===== src/rtl/pwm_dac_pkg.sv =====
package pwm_dac_pkg;
  localparam int SAMPLE_W = 16;
  localparam int RES_LO   = 8;
  localparam int RES_HI   = 10;
  localparam int REP_W    = 9;
  localparam int SHF_W    = 3;
  localparam int CTRL_W   = SHF_W + 1 + 1 + REP_W + 2 + 1 + 1;

  typedef enum logic [1:0] {
    ALIGN_LEFT   = 2'd0,
    ALIGN_RIGHT  = 2'd1,
    ALIGN_CENTER = 2'd2,
    ALIGN_RSVD   = 2'd3
  } align_e;

  // field order fixes the bit positions of the control word
  typedef struct packed {
    logic [SHF_W-1:0] shamt;
    logic             msb_inv;
    logic             swap;
    logic [REP_W-1:0] rep_m1;
    align_e           align;
    logic             res_hi;
    logic             en;
  } ctrl_t;
endpackage


===== src/rtl/pwm_dac_fmt.sv =====
module pwm_dac_fmt #(
  parameter int SAMPLE_W = 16,
  parameter int RES_LO   = 8,
  parameter int RES_HI   = 10,
  parameter int SHF_W    = 3
) (
  input  logic [SAMPLE_W-1:0] smp_i,
  input  logic                msb_inv_i,
  input  logic [SHF_W-1:0]    shamt_i,
  input  logic                res_hi_i,
  output logic [RES_HI-1:0]   duty_o
);
  localparam int PAD_W = RES_HI - RES_LO;

  logic [SAMPLE_W-1:0] conv, shifted;

  always_comb begin
    conv    = smp_i ^ {msb_inv_i, {(SAMPLE_W-1){1'b0}}};
    shifted = conv << shamt_i;
    if (res_hi_i) duty_o = shifted[SAMPLE_W-1 -: RES_HI];
    else          duty_o = {{PAD_W{1'b0}}, shifted[SAMPLE_W-1 -: RES_LO]};
  end
endmodule


===== src/rtl/pwm_dac_timebase.sv =====
module pwm_dac_timebase #(
  parameter int CNT_W = 10,
  parameter int LO_W  = 8,
  parameter int REP_W = 9
) (
  input  logic             clk_i,
  input  logic             rst_ni,
  input  logic             en_i,
  input  logic             res_hi_i,
  input  logic [REP_W-1:0] rep_m1_i,
  output logic             run_o,
  output logic [CNT_W-1:0] cnt_o,
  output logic             cnt_last_o,
  output logic             load_o
);
  localparam logic [CNT_W-1:0] LAST_HI = {CNT_W{1'b1}};
  localparam logic [CNT_W-1:0] LAST_LO = CNT_W'((1 << LO_W) - 1);

  logic [CNT_W-1:0] cnt_q;
  logic [REP_W-1:0] rep_q;
  logic             run_q;
  logic             rep_last;

  // >= keeps the wrap safe when resolution drops mid-period
  assign cnt_last_o = cnt_q >= (res_hi_i ? LAST_HI : LAST_LO);
  assign rep_last   = rep_q >= rep_m1_i;
  assign load_o     = en_i && (!run_q || (cnt_last_o && rep_last));
  assign run_o      = run_q;
  assign cnt_o      = cnt_q;

  always_ff @(posedge clk_i or negedge rst_ni) begin
    if (!rst_ni) begin
      run_q <= 1'b0;
      cnt_q <= '0;
      rep_q <= '0;
    end else begin
      run_q <= en_i;
      if (!en_i || !run_q) begin
        cnt_q <= '0;
        rep_q <= '0;
      end else if (cnt_last_o) begin
        cnt_q <= '0;
        rep_q <= rep_last ? '0 : rep_q + 1'b1;
      end else begin
        cnt_q <= cnt_q + 1'b1;
      end
    end
  end
endmodule


===== src/rtl/pwm_dac_cmp.sv =====
module pwm_dac_cmp
  import pwm_dac_pkg::*;
#(
  parameter int CNT_W = 10,
  parameter int LO_W  = 8
) (
  input  logic             run_i,
  input  logic             res_hi_i,
  input  align_e           align_i,
  input  logic [CNT_W-1:0] cnt_i,
  input  logic [CNT_W-1:0] duty_i,
  output logic             pwm_o
);
  localparam int PW = CNT_W + 1;

  logic [PW-1:0] per, gap, lead, cnt_x, duty_x;
  logic          hit;

  always_comb begin
    per    = res_hi_i ? PW'(1) << CNT_W : PW'(1) << LO_W;
    duty_x = {1'b0, duty_i};
    cnt_x  = {1'b0, cnt_i};
    gap    = per - duty_x;
    lead   = gap >> 1;
    unique case (align_i)
      ALIGN_RIGHT:  hit = cnt_x >= gap;
      ALIGN_CENTER: hit = (cnt_x >= lead) && (cnt_x < lead + duty_x);
      default:      hit = cnt_x < duty_x;
    endcase
    pwm_o = run_i & hit;
  end
endmodule


===== src/rtl/pwm_audio_dac.sv =====
module pwm_audio_dac
  import pwm_dac_pkg::*;
(
  input  logic                clk_i,
  input  logic                rst_ni,
  input  logic                ctrl_we_i,
  input  logic [CTRL_W-1:0]   ctrl_i,
  input  logic                smp_we_i,
  input  logic                smp_wide_i,
  input  logic [2*SAMPLE_W-1:0] smp_i,
  output logic                pwm_l_o,
  output logic                pwm_r_o,
  output logic                underrun_o
);
  localparam int NCH = 2;

  ctrl_t                         ctrl_q;
  logic [2*SAMPLE_W-1:0]         buf_q;
  logic                          buf_valid_q, buf_wide_q;
  logic [NCH-1:0][RES_HI-1:0]    duty_q, duty_new;
  logic [NCH-1:0]                pwm;
  logic                          underrun_q;
  logic                          run, cnt_last, load;
  logic [RES_HI-1:0]             cnt;

  always_ff @(posedge clk_i or negedge rst_ni) begin
    if (!rst_ni)        ctrl_q <= '0;
    else if (ctrl_we_i) ctrl_q <= ctrl_t'(ctrl_i);
  end

  // single-entry buffer; a write beats a same-cycle consume
  always_ff @(posedge clk_i or negedge rst_ni) begin
    if (!rst_ni) begin
      buf_q       <= '0;
      buf_wide_q  <= 1'b0;
      buf_valid_q <= 1'b0;
    end else if (smp_we_i) begin
      buf_q       <= smp_i;
      buf_wide_q  <= smp_wide_i;
      buf_valid_q <= 1'b1;
    end else if (load) begin
      buf_valid_q <= 1'b0;
    end
  end

  pwm_dac_timebase #(
    .CNT_W(RES_HI), .LO_W(RES_LO), .REP_W(REP_W)
  ) i_timebase (
    .clk_i, .rst_ni,
    .en_i       (ctrl_q.en),
    .res_hi_i   (ctrl_q.res_hi),
    .rep_m1_i   (ctrl_q.rep_m1),
    .run_o      (run),
    .cnt_o      (cnt),
    .cnt_last_o (cnt_last),
    .load_o     (load)
  );

  for (genvar ch = 0; ch < NCH; ch++) begin : g_ch
    localparam logic IS_R = (ch == 1);
    logic                lane_hi;
    logic [SAMPLE_W-1:0] smp;

    assign lane_hi = buf_wide_q & (ctrl_q.swap ^ IS_R);
    assign smp     = lane_hi ? buf_q[2*SAMPLE_W-1:SAMPLE_W] : buf_q[SAMPLE_W-1:0];

    pwm_dac_fmt #(
      .SAMPLE_W(SAMPLE_W), .RES_LO(RES_LO), .RES_HI(RES_HI), .SHF_W(SHF_W)
    ) i_fmt (
      .smp_i     (smp),
      .msb_inv_i (ctrl_q.msb_inv),
      .shamt_i   (ctrl_q.shamt),
      .res_hi_i  (ctrl_q.res_hi),
      .duty_o    (duty_new[ch])
    );

    pwm_dac_cmp #(.CNT_W(RES_HI), .LO_W(RES_LO)) i_cmp (
      .run_i    (run),
      .res_hi_i (ctrl_q.res_hi),
      .align_i  (ctrl_q.align),
      .cnt_i    (cnt),
      .duty_i   (duty_q[ch]),
      .pwm_o    (pwm[ch])
    );
  end

  always_ff @(posedge clk_i or negedge rst_ni) begin
    if (!rst_ni) begin
      duty_q     <= '0;
      underrun_q <= 1'b0;
    end else if (!ctrl_q.en) begin
      underrun_q <= 1'b0;
    end else if (load) begin
      if (buf_valid_q) begin
        duty_q     <= duty_new;
        underrun_q <= 1'b0;
      end else begin
        underrun_q <= 1'b1;
      end
    end
  end

  assign pwm_l_o    = pwm[0];
  assign pwm_r_o    = pwm[1];
  assign underrun_o = underrun_q;
endmodule


===== config.mk =====
export PLATFORM = sky130hd
export DESIGN_NAME = pwm_audio_dac
export DESIGN_NICKNAME = d
export VERILOG_FILES = /design/src/rtl/pwm_dac_pkg.sv /design/src/rtl/pwm_dac_fmt.sv /design/src/rtl/pwm_dac_timebase.sv /design/src/rtl/pwm_dac_cmp.sv /design/src/rtl/pwm_audio_dac.sv
export SDC_FILE = /design/constraint.sdc
export NUM_CORES = 1
export LEC_CHECK = 0
export BUFFER_PORTS_ARGS = -buffer_cell sky130_fd_sc_hd__buf_2
export CAP_MARGIN = 20
export CORE_MARGIN = 4
export CORE_UTILIZATION = 45
export CTS_CLUSTER_SIZE = 28
export DETAILED_ROUTE_END_ITERATION = 16
export PLACE_DENSITY = 0.63
export SYNTH_ARGS = -nofsm -noshare
export SYNTH_HDL_FRONTEND = slang
export SYNTH_SLANG_ARGS = --single-unit

===== constraint.sdc =====
create_clock -name clk_i -period 5.7 [get_ports clk_i]
set_input_delay 0.285 -clock clk_i [delete_from_list [all_inputs] [get_ports clk_i]]
set_output_delay 0.285 -clock clk_i [all_outputs]
set_load 0.05 [all_outputs]

==> impl_metrics.csv <==
group,metric,value,unit
status,status,"completed",
sta,tns,0,ps
sta,slew_headroom,25.4,%
sta,worst_slew_pin_slew,1120,ps
route,num_vias,6843,
route,drc_errors,0,
floorplan,start_util,45.7,%
yosys,synth_cell_types,67,
place,globalplace.congestion,0.889,
layout,postLayoutCellArea,0.00930,sq mm
worst_setup_path,worst_path_max_delay_cell,"nor4b_2",
layout,regArea,0.00233,sq mm
global_routing,grt_use_total,19.4,%
floorplan,core,0.0186,sq mm
worst_hold_path,hold_path.class,"in2reg",
worst_setup_path,crit_path_frequent_cell,"nand2_1",
yosys,synth_xor_area_share,4.32,%
global_routing,antenna_found_initial,0,
route,drt_iter0_drc,412,
sta,maxSlewViolCount,0,
sta,finalHoldViolations,0,
route,wl,20000,um
worst_setup_path,r2r-start,"ctrl_q[1]$_DFFE_PN0P_",
worst_setup_path,cp_max_fo,8,
clocking,clock_latency,340,ps
place,hpwl,15300,um
yosys,yosys_warnings,0,
layout,multi_input_area,0.00579,sq mm
worst_setup_path,worstSetupPathType,"reg2out",
yosys,syn_inst,895,
yosys,syn-num-nets,1063,
route,firstDrtPassIters,5,
layout,syn_to_final_growth,9.30,%
sta,fmax,194,MHz
floorplan,rows,50,
yosys,yosys.area.top_type,"dfrtp_1",
place,numPortBuffers,57,
power,total_power,3.61,mW
sta,skew,11.7,ps
yosys,synthAdderAreaFrac,16.6,%
floorplan,fp.dieH,146,um
global_routing,grt_pass1_wl,34200,um
floorplan,die_x,146,um
global_routing,grt_max_degree,64,
route,vias_per_cell,5.82,
power,p_seq_share,25.5,%
run,timing.max_cap.violations,0,
power,p_clk_share,16.9,%
sta,post-route-period-util,90.5,%
yosys,ys_seq_area_share,27.3,%
yosys,syn_area_per_cell,9.51,sq um
power,p_leak,4.41,nW
clocking,numCtsBuffers,9,
worst_setup_path,worstSetupEndpointType,"primary output",
clocking,htree_levels,3,
layout,fin_nets,1104,
layout,antennaDiodeCount,0,
layout,nFillCells,1757,
yosys,synth_edf_count,0,
layout,drive_above_1_share,17.5,%
sta,finalSetupViolations,0,
yosys,synth_top_area_share,27.3,%
clocking,cts_num_sinks,93,
yosys,synthSimpleGateAreaFrac,11.8,%
global_routing,grt_pass1_vias,6808,
yosys,ys_dominant_reg_cell,"dfrtp_1",
worst_setup_path,crit_arrival,4870,ps
power,switchingPower,1.56,mW
route,postRouteAntennaNets,0,
worst_setup_path,path_cells,"inv_1, ha_1, nor4b_2, nand2_1, xnor2_1, ha_1, o21ai_0, nand2_1, and3_1, a21boi_0, nor3_1, xor2_1, ha_1, nand2_1, a211oi_1, nand2_1, o21a_1, a31o_1, a32o_1, buf_2",
route,wire_per_inst,17.0,um
yosys,synth_top_family_by_area,"multiplexers",
clocking,path_clk_slew,70,ps
place,dpl-instance-area,0.00899,sq mm
power,sw_frac_of_total,43.3,%
clocking,cts_root_buf,"clkbuf_16",
worst_setup_path,cp_slowest_stage_delay,490,ps
floorplan,io_pins,58,
power,power_density,388,mW/mm^2
power,combPwrFrac,57.6,%
clocking,cts_tree,"built",
power,p_int,2.05,mW
power,ir_worst_vdd,0.217,mV
yosys,synth_compound_area_share,17.2,%
worst_setup_path,critPathLaunch,"duty_q[1]$_DFFE_PN0P_",
yosys,muxShareOfSynthArea,18.0,%
worst_setup_path,crit_path_start_kind,"flip-flop",
global_routing,grt-ovfl-total,0,
yosys,synthArstFlopShare,100,%
yosys,synth.cell_area,0.00851,sq mm
worst_hold_path,min_from,"ctrl_i[3]",
floorplan,dieArea,0.0212,sq mm
yosys,ys_ff_latch,93,
sta,grt_setup_unrepaired,"false",
sta,fin_crit,5160,ps
worst_setup_path,critPathRequiredTime,5410,ps
yosys,synthTopCellsByArea,"dfrtp_1, ha_1, mux2_2",
clocking,cts_max_path_buffers,2,
-- area by class of cell --
cell class / count / area share [%]
multi-input cells: 702 / 62.2
flip-flops and latches: 93 / 25.0
repair buffers: 64 / 3.68
well taps: 234 / 3.15
clock buffers: 13 / 2.80
inverters: 66 / 2.66
clock inverters: 3 / 0.471
-- stage by stage --
stage	worst slack (ps)	hold WS, ps	std cells	utilization, %
final	541	149	1175	49.9
after global placement	1090	242	1158	48.2
after CTS	557	141	1175	49.9
after detailed placement	958	247	1158	48.2
after floorplan	1410	-10.6	895	-
after global routing	142	154	1175	49.9
-- timing repair --
action                    4_1_cts  5_1_grt
buffers inserted                0        0
gates resized for setup         0        0
hold endpoints to repair       30        0
hold buffers                    1        0
-- registers in the layout, summed over array words and instances, names as in the netlist --
signal,count
underrun_o,1
buf_wide_q,1
ctrl_q,18
i_timebase.cnt_o,10
buf_valid_q,1
i_timebase.run_o,1
buf_q,32
duty_q,20
i_timebase.rep_q,9
-- cell usage in the layout (no fill, tap or decap), types with 4 or more instances in the layout --
cell type / n
xnor2_1: 31
xor2_1: 11
mux2i_1: 42
a211oi_1: 18
nor2_1: 41
o211ai_1: 7
clkbuf_16: 9
mux4_2: 22
o21ai_0: 53
o21a_1: 7
a21oi_1: 43
nand2b_1: 16
o21ai_1: 11
nor3_1: 19
nor2b_1: 13
nand2_1: 57
a221oi_1: 8
dfrtp_1: 93
or2_2: 4
nand3_1: 21
and3_1: 12
mux2_2: 55
buf_4: 7
ha_1: 113
o31ai_1: 4
a21o_1: 8
inv_1: 66
o22ai_1: 16
a31oi_1: 11
buf_2: 56
-- synth_stat cells (21+ instances only) --
cell type / instances
a21oi_1: 43
dfrtp_1: 93
ha_1: 113
inv_1: 66
mux2_2: 55
mux2i_1: 42
mux4_2: 22
nand2_1: 57
nand3_1: 21
nor2_1: 41
o21ai_0: 53
xnor2_1: 31
-- critical path, delay by kind of cell (launching register included) --
kind / cells / cell delay (ps)
and+or+nand+nor: 7 / 1320
AOI/OAI and AO/OA: 6 / 1190
adders and majority gates: 3 / 870
DFF: 1 / 460
buffers and inverters: 2 / 370
xor gates and xnor gates: 2 / 330
-- per-layer routing --
layer	share of wire, %	vias to the layer above	GRT usage, %
li1	-	3411	-
met1	49	3276	27.8
met2	47	141	31.9
met3	3.1	15	1.90
met4	1.2	0	4.18
met5	0	-	0
-- worst paths after layout --
path	end	slack, ps	cells past startpoint
setup / recovery	pwm_l_o	540	20
max in group asynchronous	duty_q[19]$_DFFE_PN0P_	4140	3
hold reg to reg	buf_valid_q$_DFFE_PN0P_	510	1
setup reg to reg	duty_q[17]$_DFFE_PN0P_	2740	9
hold / removal	ctrl_q[3]$_DFFE_PN0P_	150	3
min in group asynchronous	buf_wide_q$_DFFE_PN0P_	410	2
-- power groups by stage --
stage          registers, mW  logic, mW  clock network (mW)
2_1_floorplan          0.849       1.69                   0
3_3_place_gp           0.927       2.04                   0
3_5_place_dp           0.932       2.06                   0
4_1_cts                0.921       2.08               0.625
5_1_grt                0.942       2.39               0.658
6_report               0.923       2.08               0.610
-- cell families (layout without fill, tap and decap cells) --
logic type / after synthesis / in the layout
AOI/OAI and AO/OA: 225 / 225
xor gates and xnor gates: 42 / 42
adders and majority gates: 113 / 113
buffers and inverters: 100 / 146
DFF: 93 / 93
muxes: 119 / 119
and+or+nand+nor: 203 / 203
No activity file was read; power rests on OpenSTA's default activity.
